===== config.mk =====
export PLATFORM = sky130hd
export DESIGN_NAME = dual_lane_alu
export DESIGN_NICKNAME = d
export VERILOG_FILES = /design/src/rtl/dla_pkg.sv /design/src/rtl/dla_lane_alu.sv /design/src/rtl/dla_regbank.sv /design/src/rtl/dla_status.sv /design/src/rtl/dual_lane_alu.sv
export SDC_FILE = /design/constraint.sdc
export NUM_CORES = 1
export LEC_CHECK = 0
export CAP_MARGIN = 20
export CORE_ASPECT_RATIO = 1.5
export CORE_UTILIZATION = 45
export DETAILED_ROUTE_END_ITERATION = 12
export GPL_ROUTABILITY_DRIVEN = 0
export PLACE_DENSITY = 0.64
export SLEW_MARGIN = 20
export SYNTH_ARGS = -nofsm -noshare
export SYNTH_HDL_FRONTEND = slang
export SYNTH_SLANG_ARGS = --single-unit

===== constraint.sdc =====
create_clock -name clk -period 7 [get_ports clk]
set_input_delay 0.7 -clock clk [delete_from_list [all_inputs] [get_ports clk]]
set_output_delay 0.7 -clock clk [all_outputs]
set_load 0.02 [all_outputs]

===== src/rtl/dla_pkg.sv =====
`timescale 1ns/1ps
package dla_pkg;

    localparam int DATA_W  = 16;
    localparam int REG_CNT = 8;
    localparam int LANES   = 2;
    localparam int BANKS   = 2;
    localparam int OP_W    = 3;

    typedef enum logic [OP_W-1:0] {
        OP_AND = 3'd0,
        OP_OR  = 3'd1,
        OP_XOR = 3'd2,
        OP_SUB = 3'd3,
        OP_ADD = 3'd4
    } alu_op_e;

    typedef struct packed {
        logic [DATA_W-1:0] value;
        logic              ovf;
    } lane_res_t;

    function automatic logic op_defined(input logic [OP_W-1:0] op);
        return op <= OP_W'(OP_ADD);
    endfunction

    function automatic logic op_is_arith(input logic [OP_W-1:0] op);
        return (op == OP_W'(OP_SUB)) || (op == OP_W'(OP_ADD));
    endfunction

endpackage


===== src/rtl/dla_lane_alu.sv =====
`timescale 1ns/1ps
module dla_lane_alu
    import dla_pkg::*;
#(
    parameter int DW = DATA_W
) (
    input  logic [OP_W-1:0] op,
    input  logic [DW-1:0]   opa,
    input  logic [DW-1:0]   opb,
    output logic [DW-1:0]   res,
    output logic            ovf
);

    logic          do_sub;
    logic [DW-1:0] opb_eff;
    logic [DW-1:0] sum;

    always_comb begin
        do_sub  = (op == OP_W'(OP_SUB));
        opb_eff = do_sub ? ~opb : opb;
        sum     = opa + opb_eff + DW'(do_sub);
        case (op)
            OP_W'(OP_AND): res = opa & opb;
            OP_W'(OP_OR):  res = opa | opb;
            OP_W'(OP_XOR): res = opa ^ opb;
            OP_W'(OP_SUB),
            OP_W'(OP_ADD): res = sum;
            default:       res = '0;
        endcase
        // Signed overflow: equal operand signs, differing result sign.
        ovf = op_is_arith(op) && (opa[DW-1] == opb_eff[DW-1]) && (sum[DW-1] != opa[DW-1]);
    end

endmodule


===== src/rtl/dla_regbank.sv =====
`timescale 1ns/1ps
module dla_regbank
    import dla_pkg::*;
#(
    parameter  int DW   = DATA_W,
    parameter  int NREG = REG_CNT,
    parameter  int NWP  = LANES,
    localparam int IW   = $clog2(NREG)
) (
    input  logic                     clk,
    input  logic                     rst,
    input  logic [NWP-1:0]           wr_en,
    input  logic [NWP-1:0][IW-1:0]   wr_idx,
    input  logic [NWP-1:0][DW-1:0]   wr_data,
    input  logic                     ld_en,
    input  logic [IW-1:0]            ld_idx,
    input  logic [DW-1:0]            ld_data,
    output logic [NREG-1:0][DW-1:0]  regs_q
);

    logic ld_clash;

    always_comb begin
        ld_clash = 1'b0;
        for (int p = 0; p < NWP; p++) begin
            if (wr_en[p] && wr_idx[p] == ld_idx) ld_clash = 1'b1;
        end
    end

    for (genvar r = 0; r < NREG; r++) begin : g_reg
        logic [DW-1:0] nxt;
        always_comb begin
            nxt = regs_q[r];
            if (ld_en && ld_idx == IW'(r)) nxt = ld_data;
            // ALU writeback overrides a load to the same register
            for (int p = 0; p < NWP; p++) begin
                if (wr_en[p] && wr_idx[p] == IW'(r)) nxt = wr_data[p];
            end
        end
        always_ff @(posedge clk) begin
            if (rst) regs_q[r] <= '0;
            else     regs_q[r] <= nxt;
        end
    end

    AST_LOAD_LANDS: assert property (@(posedge clk) disable iff (rst)
        (ld_en && !ld_clash) |=> regs_q[$past(ld_idx)] == $past(ld_data));

    AST_LANES_DISTINCT: assert property (@(posedge clk) disable iff (rst)
        (wr_en[0] && wr_en[NWP-1] && NWP > 1) |-> wr_idx[0] != wr_idx[NWP-1]);

endmodule


===== src/rtl/dla_status.sv =====
`timescale 1ns/1ps
module dla_status
    import dla_pkg::*;
#(
    parameter int DW = DATA_W,
    parameter int NL = LANES
) (
    input  logic          clk,
    input  logic          rst,
    input  logic          upd_zn,
    input  logic [DW-1:0] zn_src,
    input  logic [NL-1:0] upd_v,
    input  logic [NL-1:0] v_src,
    output logic          z_q,
    output logic          n_q,
    output logic [NL-1:0] v_q
);

    always_ff @(posedge clk) begin
        if (rst) begin
            z_q <= 1'b0;
            n_q <= 1'b0;
        end else if (upd_zn) begin
            z_q <= (zn_src == '0);
            n_q <= zn_src[DW-1];
        end
    end

    for (genvar l = 0; l < NL; l++) begin : g_v
        always_ff @(posedge clk) begin
            if (rst)           v_q[l] <= 1'b0;
            else if (upd_v[l]) v_q[l] <= v_src[l];
        end
    end

endmodule


===== src/rtl/dual_lane_alu.sv =====
`timescale 1ns/1ps
module dual_lane_alu
    import dla_pkg::*;
#(
    parameter  int DW   = DATA_W,
    parameter  int NREG = REG_CNT,
    localparam int IW   = $clog2(NREG),
    localparam int NL   = LANES,
    localparam int NB   = BANKS,
    localparam int BW   = $clog2(NB)
) (
    input  logic            clk,
    input  logic            rst,
    input  logic            exec_valid,
    input  logic            exec_paired,
    input  logic [OP_W-1:0] exec_op,
    input  logic [BW-1:0]   exec_bank,
    input  logic [IW-1:0]   exec_dst_idx,
    input  logic [IW-1:0]   exec_src_idx,
    input  logic            ld_valid,
    input  logic [BW-1:0]   ld_bank,
    input  logic [IW-1:0]   ld_idx,
    input  logic [DW-1:0]   ld_data,
    input  logic [BW-1:0]   rd_bank,
    input  logic [IW-1:0]   rd_idx,
    output logic [DW-1:0]   rd_data,
    output logic            flag_z,
    output logic            flag_n,
    output logic            flag_v0,
    output logic            flag_v1
);

    localparam logic [IW-1:0] LANE_MASK = IW'(NL - 1);

    logic                              exec_go;
    logic [IW-1:0]                     dst_base, src_base;
    logic [NB-1:0][NREG-1:0][DW-1:0]   bank_q;
    logic [NL-1:0][IW-1:0]             lane_dst, lane_src;
    logic [NL-1:0]                     lane_on;
    lane_res_t [NL-1:0]                lane_out;
    logic [NL-1:0][DW-1:0]             lane_val;
    logic [NL-1:0]                     lane_ovf;
    logic [NL-1:0]                     flag_v;

    assign exec_go  = exec_valid && op_defined(exec_op);
    assign dst_base = exec_dst_idx & ~LANE_MASK;
    assign src_base = exec_src_idx & ~LANE_MASK;

    for (genvar l = 0; l < NL; l++) begin : g_lane
        logic [DW-1:0] opa, opb, res;
        logic          ovf;
        always_comb begin
            if (exec_paired) begin
                lane_dst[l] = dst_base | IW'(l);
                lane_src[l] = src_base | IW'(l);
                lane_on[l]  = exec_go;
            end else begin
                lane_dst[l] = exec_dst_idx;
                lane_src[l] = exec_src_idx;
                lane_on[l]  = exec_go && (l == 0);
            end
        end
        assign opa = bank_q[exec_bank][lane_dst[l]];
        assign opb = bank_q[exec_bank][lane_src[l]];

        dla_lane_alu #(.DW(DW)) i_alu (
            .op  (exec_op),
            .opa (opa),
            .opb (opb),
            .res (res),
            .ovf (ovf)
        );
        assign lane_out[l] = '{value: res, ovf: ovf};
        assign lane_val[l] = lane_out[l].value;
        assign lane_ovf[l] = lane_out[l].ovf;
    end

    for (genvar b = 0; b < NB; b++) begin : g_bank
        logic [NL-1:0] wen;
        assign wen = (exec_bank == BW'(b)) ? lane_on : '0;
        dla_regbank #(.DW(DW), .NREG(NREG), .NWP(NL)) i_bank (
            .clk     (clk),
            .rst     (rst),
            .wr_en   (wen),
            .wr_idx  (lane_dst),
            .wr_data (lane_val),
            .ld_en   (ld_valid && ld_bank == BW'(b)),
            .ld_idx  (ld_idx),
            .ld_data (ld_data),
            .regs_q  (bank_q[b])
        );
    end

    dla_status #(.DW(DW), .NL(NL)) i_status (
        .clk    (clk),
        .rst    (rst),
        .upd_zn (exec_go && !exec_paired),
        .zn_src (lane_val[0]),
        .upd_v  (lane_on),
        .v_src  (lane_ovf),
        .z_q    (flag_z),
        .n_q    (flag_n),
        .v_q    (flag_v)
    );

    assign rd_data = bank_q[rd_bank][rd_idx];
    assign flag_v0 = flag_v[0];
    assign flag_v1 = flag_v[NL-1];

    AST_RESET_CLEARS: assert property (@(posedge clk)
        rst |=> !flag_z && !flag_n && !flag_v0 && !flag_v1);

    AST_LOGIC_NO_OVF: assert property (@(posedge clk) disable iff (rst)
        (exec_valid && !exec_paired && exec_op <= OP_W'(OP_XOR)) |=> !flag_v0);

    AST_SINGLE_V1_HOLD: assert property (@(posedge clk) disable iff (rst)
        (exec_valid && !exec_paired) |=> $stable(flag_v1));

    AST_PAIR_ZN_HOLD: assert property (@(posedge clk) disable iff (rst)
        (exec_valid && exec_paired) |=> $stable(flag_z) && $stable(flag_n));

    AST_BADOP_FLAGS: assert property (@(posedge clk) disable iff (rst)
        (exec_valid && !op_defined(exec_op)) |=>
            $stable(flag_z) && $stable(flag_n) && $stable(flag_v0) && $stable(flag_v1));

endmodule


Yosys cells after proc, flatten, opt, wreduce, memory -nomap -nowiden --
Cells that the tools add are included. W data, S select, Z words.
Storage, ports and cells: register bits after elaboration 260, bits in latches 0, RAM bits 0, bits in read-only memories 0, input port bits 39, output and inout port bits 20, word-level logic and storage cells 223, memories kept 0
Operators by class: add/sub/neg operators 4, $mul 0, div/mod/pow operators 0, $lt $le $gt $ge 8, equal/unequal tests 29, shift operators 0, multiplexer cells 73, bitwise logic cells 9, reductions and logical operators 80
Operators by type and width (count):
- $mux W16 | 55
- $mux W128 | 4
- $bmux W16 S3 | 5
- $pmux W16 S4 | 2
- $logic_and A1 B1 Y1 | 56
- $reduce_bool A3 Y1 | 16
- $eq A3 B3 Y1 const B | 13
- $add A16 B1 Y16 | 2
- $add A16 B16 Y16 | 2
- $and A16 B16 Y16 | 2
- $not A16 Y16 | 2
- $or A16 B16 Y16 | 2
- $xor A16 B16 Y16 | 2
- $eq A3 B2 Y1 const B | 8
- $lt A3 B4 Y1 const B | 5
- $logic_not A16 Y1 | 1
- $eq A3 B1 Y1 const B | 4
- $logic_not A3 Y1 | 4
- $mux W1 | 5
- $lt A1 B2 Y1 const B | 2
- $mux W2 | 2
- $le A3 B3 Y1 const B | 1
- $eq A1 B1 Y1 | 2
- $ne A1 B1 Y1 | 2
- 4 further kinds | 4

Longest topological paths before layout --
word-level depth 11, gate-level depth with buffers 21, depth with buffers taken out 17

By module --
From an unflattened synthesis, not the netlist that was laid out.
Second synthesis, totals: cells, all modules 3621, area total of the unflattened synthesis 29359.4 um^2
By module, submodules not included:
- dla_regbank | instances 2, cells an instance 837, area an instance 7464.7 um^2, seq. area each 2562.5 um^2
- dual_lane_alu | instances 1, cells an instance 1319, area an instance 10102.2 um^2, seq. area each 0.0 um^2
- dla_lane_alu (g_lane[0].i_alu) | instances 1, cells an instance 304, area an instance 2088.3 um^2, seq. area each 0.0 um^2
- dla_lane_alu (g_lane[1].i_alu) | instances 1, cells an instance 306, area an instance 2062.0 um^2, seq. area each 0.0 um^2
- dla_status | instances 1, cells an instance 18, area an instance 177.7 um^2, seq. area each 80.1 um^2

Worst setup path before layout --
Ideal clock, no wire load.
kind input-to-reg, from input port exec_paired, to register g_bank[1].i_bank.regs_q[71] (netlist name), library setup time 0.115 ns, arrival time 5.378 ns, required time 6.885 ns, slack 1.507 ns, stages on the path 20, path buffers 6, cells stage by stage buf_4 nor2b_1 clkbuf_1 buf_2 buf_2 clkbuf_1 mux4_2 a21oi_1 xnor2_1 ha_1 a21oi_1 a21oi_1 o21ai_0 a211oi_1 or3_1 a32o_1 clkbuf_1 mux2i_1 o21ai_1 and2_1
On the way: word-level cells in the longest chain between the ends 10, elaborated cells on any way between the ends 37, those cells by class add/sub: 4; eq/ne: 2; mux: 20; bitwise: 8; reduce/logical: 3
Ends and longest elaborated chain:
- start: declaration | RTL line dual_lane_alu.sv:15 | input logic exec_paired,
- $mux W1 | RTL line dual_lane_alu.sv:53 | if (exec_paired) begin
- $bmux W16 S3 | RTL line dual_lane_alu.sv:64 | assign opb = bank_q[exec_bank][lane_src[l]];
- $mux W16 (not written as such) | RTL line dual_lane_alu.sv:64
- $not A16 Y16 | RTL line dla_lane_alu.sv:20 | opb_eff = do_sub ? ~opb : opb;
- $mux W16 | RTL line dla_lane_alu.sv:20
- $add A16 B16 Y16 | RTL line dla_lane_alu.sv:21 | sum = opa + opb_eff + DW'(do_sub);
- $add A16 B1 Y16 | RTL line dla_lane_alu.sv:21
- $pmux W16 S4 | RTL line dla_lane_alu.sv:22 | case (op)
- $mux W16 (2 in series) | RTL line dla_regbank.sv:37 | if (wr_en[p] && wr_idx[p] == IW'(r)) nxt = wr_data[p];
- end signal: indexed assignment | RTL line dla_regbank.sv:42 | else regs_q[r] <= nxt;
- end: declaration | RTL line dla_regbank.sv:18 | output logic [NREG-1:0][DW-1:0] regs_q
Parallel ways exist; a longest one is shown, timed or not. The select of a mux whose other input is x is not followed. A chain may end at the register's enable or synchronous reset.

Worst setup path after layout --
from input port exec_paired, to register g_bank[1].i_bank.regs_q[92] (netlist name)
Same word-level chain as after synthesis.

==> results_dict.tcl <==
set metrics [dict create \
    drive_above_1_share_pct 17.9 \
    arrival_ns 6.56 \
    core_area_mm2 0.0527 \
    grt_pass1_wl_um 151000 \
    setup_tns_ns 0 \
    finalCritPeriodShare_pct 86.3 \
    cp.required_ns 7.52 \
    synth_seq_area_share_pct 21.6 \
    syn_nets 2867 \
    cts_tree "built" \
    syn_area_per_cell_um2 8.79 \
    fp.dieW_um 191 \
    worst_hold_path.num_cells 2 \
    hpwl_um 73300 \
    crit_fanout 13 \
    worst_pin_slew_ns 1.29 \
    cts_buffers 27 \
    ys_types 93 \
    crit_path_end "g_bank[1].i_bank.regs_q[92]" \
    hp-class "reg -> reg" \
    fp.dieH_um 285 \
    portBuffers 58 \
    drt-total-wl_um 104000 \
    netlist_instances 2734 \
    rr_worst_depth 15 \
    grt_overflow 0 \
    rsz0062_at_grt "no" \
    path_class "in -> reg" \
    fillers 4875 \
    critPathLaunchType "input pin" \
    final_net_count 2785 \
    ant_nets 0 \
    drv_cap 0 \
    io_pins 59 \
    fp.dieArea_mm2 0.0544 \
    synth_area_mm2 0.0240 \
    r2r-start "g_bank[1].i_bank.regs_q[112]" \
    ys_ff_latch 260 \
    irDropWorstVdd_mv 0.182 \
    grt_start_max_net_pins 104 \
    area_growth_pct 8.43 \
    clock_sinks 260 \
    drt_iter0_drc 4074 \
    r2r_slack_ns 1.69 \
    synth_edf_count 0 \
    status "finished, final reports clean" \
    start_util_pct 45.6 \
    path_clk_slew_ns 0.07 \
    vias 24600 \
    endpoint_kind "flop" \
    drc 0 \
    ys.warnings.count 0 \
    synth_flop_cell "dfxtp_1" \
    wl_per_cell_um 31.0 \
    hold_slack_ns 0.478 \
    setup_viol 0 \
    fmax_mhz 166 \
    post_drt_via_cell_ratio 7.32 \
    slew_headroom_pct 13.8 \
    dr.pass1.iters 6 \
    htree_levels 1 \
    num_rows 103 \
    finalCriticalPeriod_ns 6.04 \
    hold_viol 0 \
    grt_usage_pct 37.7 \
    insertion_delay_ns 0.61 \
    pre_cts_ws_ns 0.645 \
    cts_hold_buf 0 \
    grt_antenna_before_repair 3 \
    ys_async_sr_fraction_pct 0 \
    skew_ns 0.0231 \
    root_buffer "clkbuf_16" \
    startpoint "exec_paired" \
    powerDensity_mw_per_mm2 169 \
    ctsResizeCount 0 \
    reg2reg_to "g_bank[1].i_bank.regs_q[92]" \
    cts_setup_buffers 0 \
    grt_pass1_vias 23400 \
    ctsLongestPathBuffers 3 \
    setup_slack_ns 0.960 \
    slew_viol_final 0 \
    leakagePower_nw 9.48 \
]
==> power by group <==
part | leakage, nW | total (mW) | switching, mW | internal (mW)
Sequential | 2.11 | 1.57 | 0.0449 | 1.53
Combinational | 6.92 | 1.23 | 0.794 | 0.441
Clock | 0.454 | 1.60 | 0.697 | 0.903
Total | 9.48 | 4.41 | 1.54 | 2.87
==> synth_stat cells, drive strengths merged (4+ instances only) <==
master	number	area [um2]
or3	9	56.3
nand2	215	807
nor4	8	50.1
a22o	4	35.0
clkbuf	178	668
ha	92	1150
o22ai	25	156
xnor2	38	340
o31ai	8	73.8
mux2	74	837
nand4	5	31.3
o21a	37	278
dfxtp	260	5200
mux2i	153	1540
inv	73	274
buf	73	365
nor2	366	1390
a221oi	22	199
nor3b	6	45.0
o32ai	7	106
nand3	49	245
nand3b	5	37.5
a22oi	30	230
o211a	11	110
and3	21	136
nand2b	11	68.8
a21o	11	82.6
nor3	65	350
o21ai	101	505
a21oi	198	991
a311oi	11	114
a211o	10	87.6
a221o	4	40.0
o2bb2ai	4	35.0
a211oi	171	1310
o221a	7	78.8
a31oi	15	93.8
nor2b	30	188
o22a	23	201
a2111oi	4	60.1
o211ai	24	190
mux4	209	4710
o221ai	8	70.1
and2	13	81.3
==> kinds of logic (layout without fill, tap and decap cells) <==
| group | count (synthesis) | after routing | synth area share [%] |
|---|---|---|---|
| buffers and inverters | 325 | 262 | 5.45 |
| multiplexers | 436 | 436 | 29.5 |
| other | 0 | 2 | 0 |
| adder cells (fa/ha/maj) | 94 | 94 | 4.95 |
| flip-flops | 260 | 260 | 21.6 |
| AO/OA/AOI/OAI | 761 | 761 | 22.0 |
| AND/OR/NAND/NOR | 817 | 817 | 15.0 |
| XOR/XNOR | 41 | 41 | 1.52 |
==> cell type report <==
class                           instances  area (um2)  share of cell area [%]
Antenna cell                            2        5.00                  0.0192
Multi-Input combinational cell       2149       17600                    67.6
Timing Repair Buffer                  140        1170                    4.50
Clock inverter                         10         139                   0.533
Sequential cell                       260        5200                    20.0
Clock buffer                           38         797                    3.06
Tap cell                              682         853                    3.27
Inverter                               74         278                    1.07
==> placed cells by master, fill, tap and decap left out, types with 9 or more instances in the layout <==
master,instances
nor3_1,57
xnor2_1,37
a21o_1,11
or3_1,9
inv_1,72
clkbuf_16,27
nor2_1,356
o21ai_0,93
mux4_2,208
a211o_1,10
a221oi_1,21
ha_1,92
mux2i_1,151
nand3_1,49
and2_1,12
clkbuf_8,9
a22oi_1,29
o22a_1,23
dfxtp_1,260
a31oi_1,14
o211a_1,11
clkdlybuf4s50_1,48
nand2_1,215
nand2b_1,11
nor2b_1,28
and3_1,20
a21oi_1,194
o21a_1,37
buf_4,84
o211ai_1,22
a211oi_1,168
a311oi_1,10
mux2_2,73
o22ai_1,25
==> state kept, by name, indices dropped and copies added, names as in the netlist <==
name	flops
i_status.v_q	2
g_bank.i_bank.regs_q	256
i_status.n_q	1
i_status.z_q	1
==> how the worst min path moves through the flow <==
| stage | from | end | slack (ns) |
|---|---|---|---|
| 4_1_cts | g_bank[1].i_bank.regs_q[117] | g_bank[1].i_bank.regs_q[117] | 0.47 |
| 3_5_place_dp | g_bank[1].i_bank.regs_q[117] | g_bank[1].i_bank.regs_q[117] | 0.46 |
| 2_1_floorplan | g_bank[1].i_bank.regs_q[117] | g_bank[1].i_bank.regs_q[117] | 0.43 |
| 5_1_grt | g_bank[1].i_bank.regs_q[117] | g_bank[1].i_bank.regs_q[117] | 0.49 |
| 6_report | g_bank[1].i_bank.regs_q[117] | g_bank[1].i_bank.regs_q[117] | 0.48 |
| 3_3_place_gp | g_bank[0].i_bank.regs_q[88] | g_bank[0].i_bank.regs_q[88] | 0.45 |
==> metrics by stage <==
step	utilization (%)	cell area, um2	total power, mW	std cells
2_1_floorplan	-	24000	2.41	2734
3_3_place_gp	47.6	25100	2.75	3305
3_5_place_dp	47.7	25100	2.78	3305
4_1_cts	49.4	26100	4.32	3353
5_1_grt	49.5	26100	4.51	3353
6_report	49.5	26100	4.41	3355
==> critical path, cell delays in order <==
cell	delay, ns
clkdlybuf4s50_1	0.63
nor2_4	0.51
mux4_2	0.39
a2bb2oi_1	0.24
and2_1	0.39
o21ai_0	0.20
fa_1	0.48
nor2b_1	0.12
o21ai_0	0.09
a21boi_0	0.51
o21ai_0	0.33
a211oi_1	0.55
o31ai_1	0.15
a222oi_1	0.66
nor2_1	0.27
a211oi_1	0.31
==> routing by layer <==
metal  vias up  track usage [%]  part of all wire [%]
li1      10200                -                     -
met5         -                0                 0.012
met3       553             10.0                    12
met4         2             28.1                   9.1
met1     11900             45.4                    35
met2      1937             57.3                    44
(Power assumes the default switching activity.)
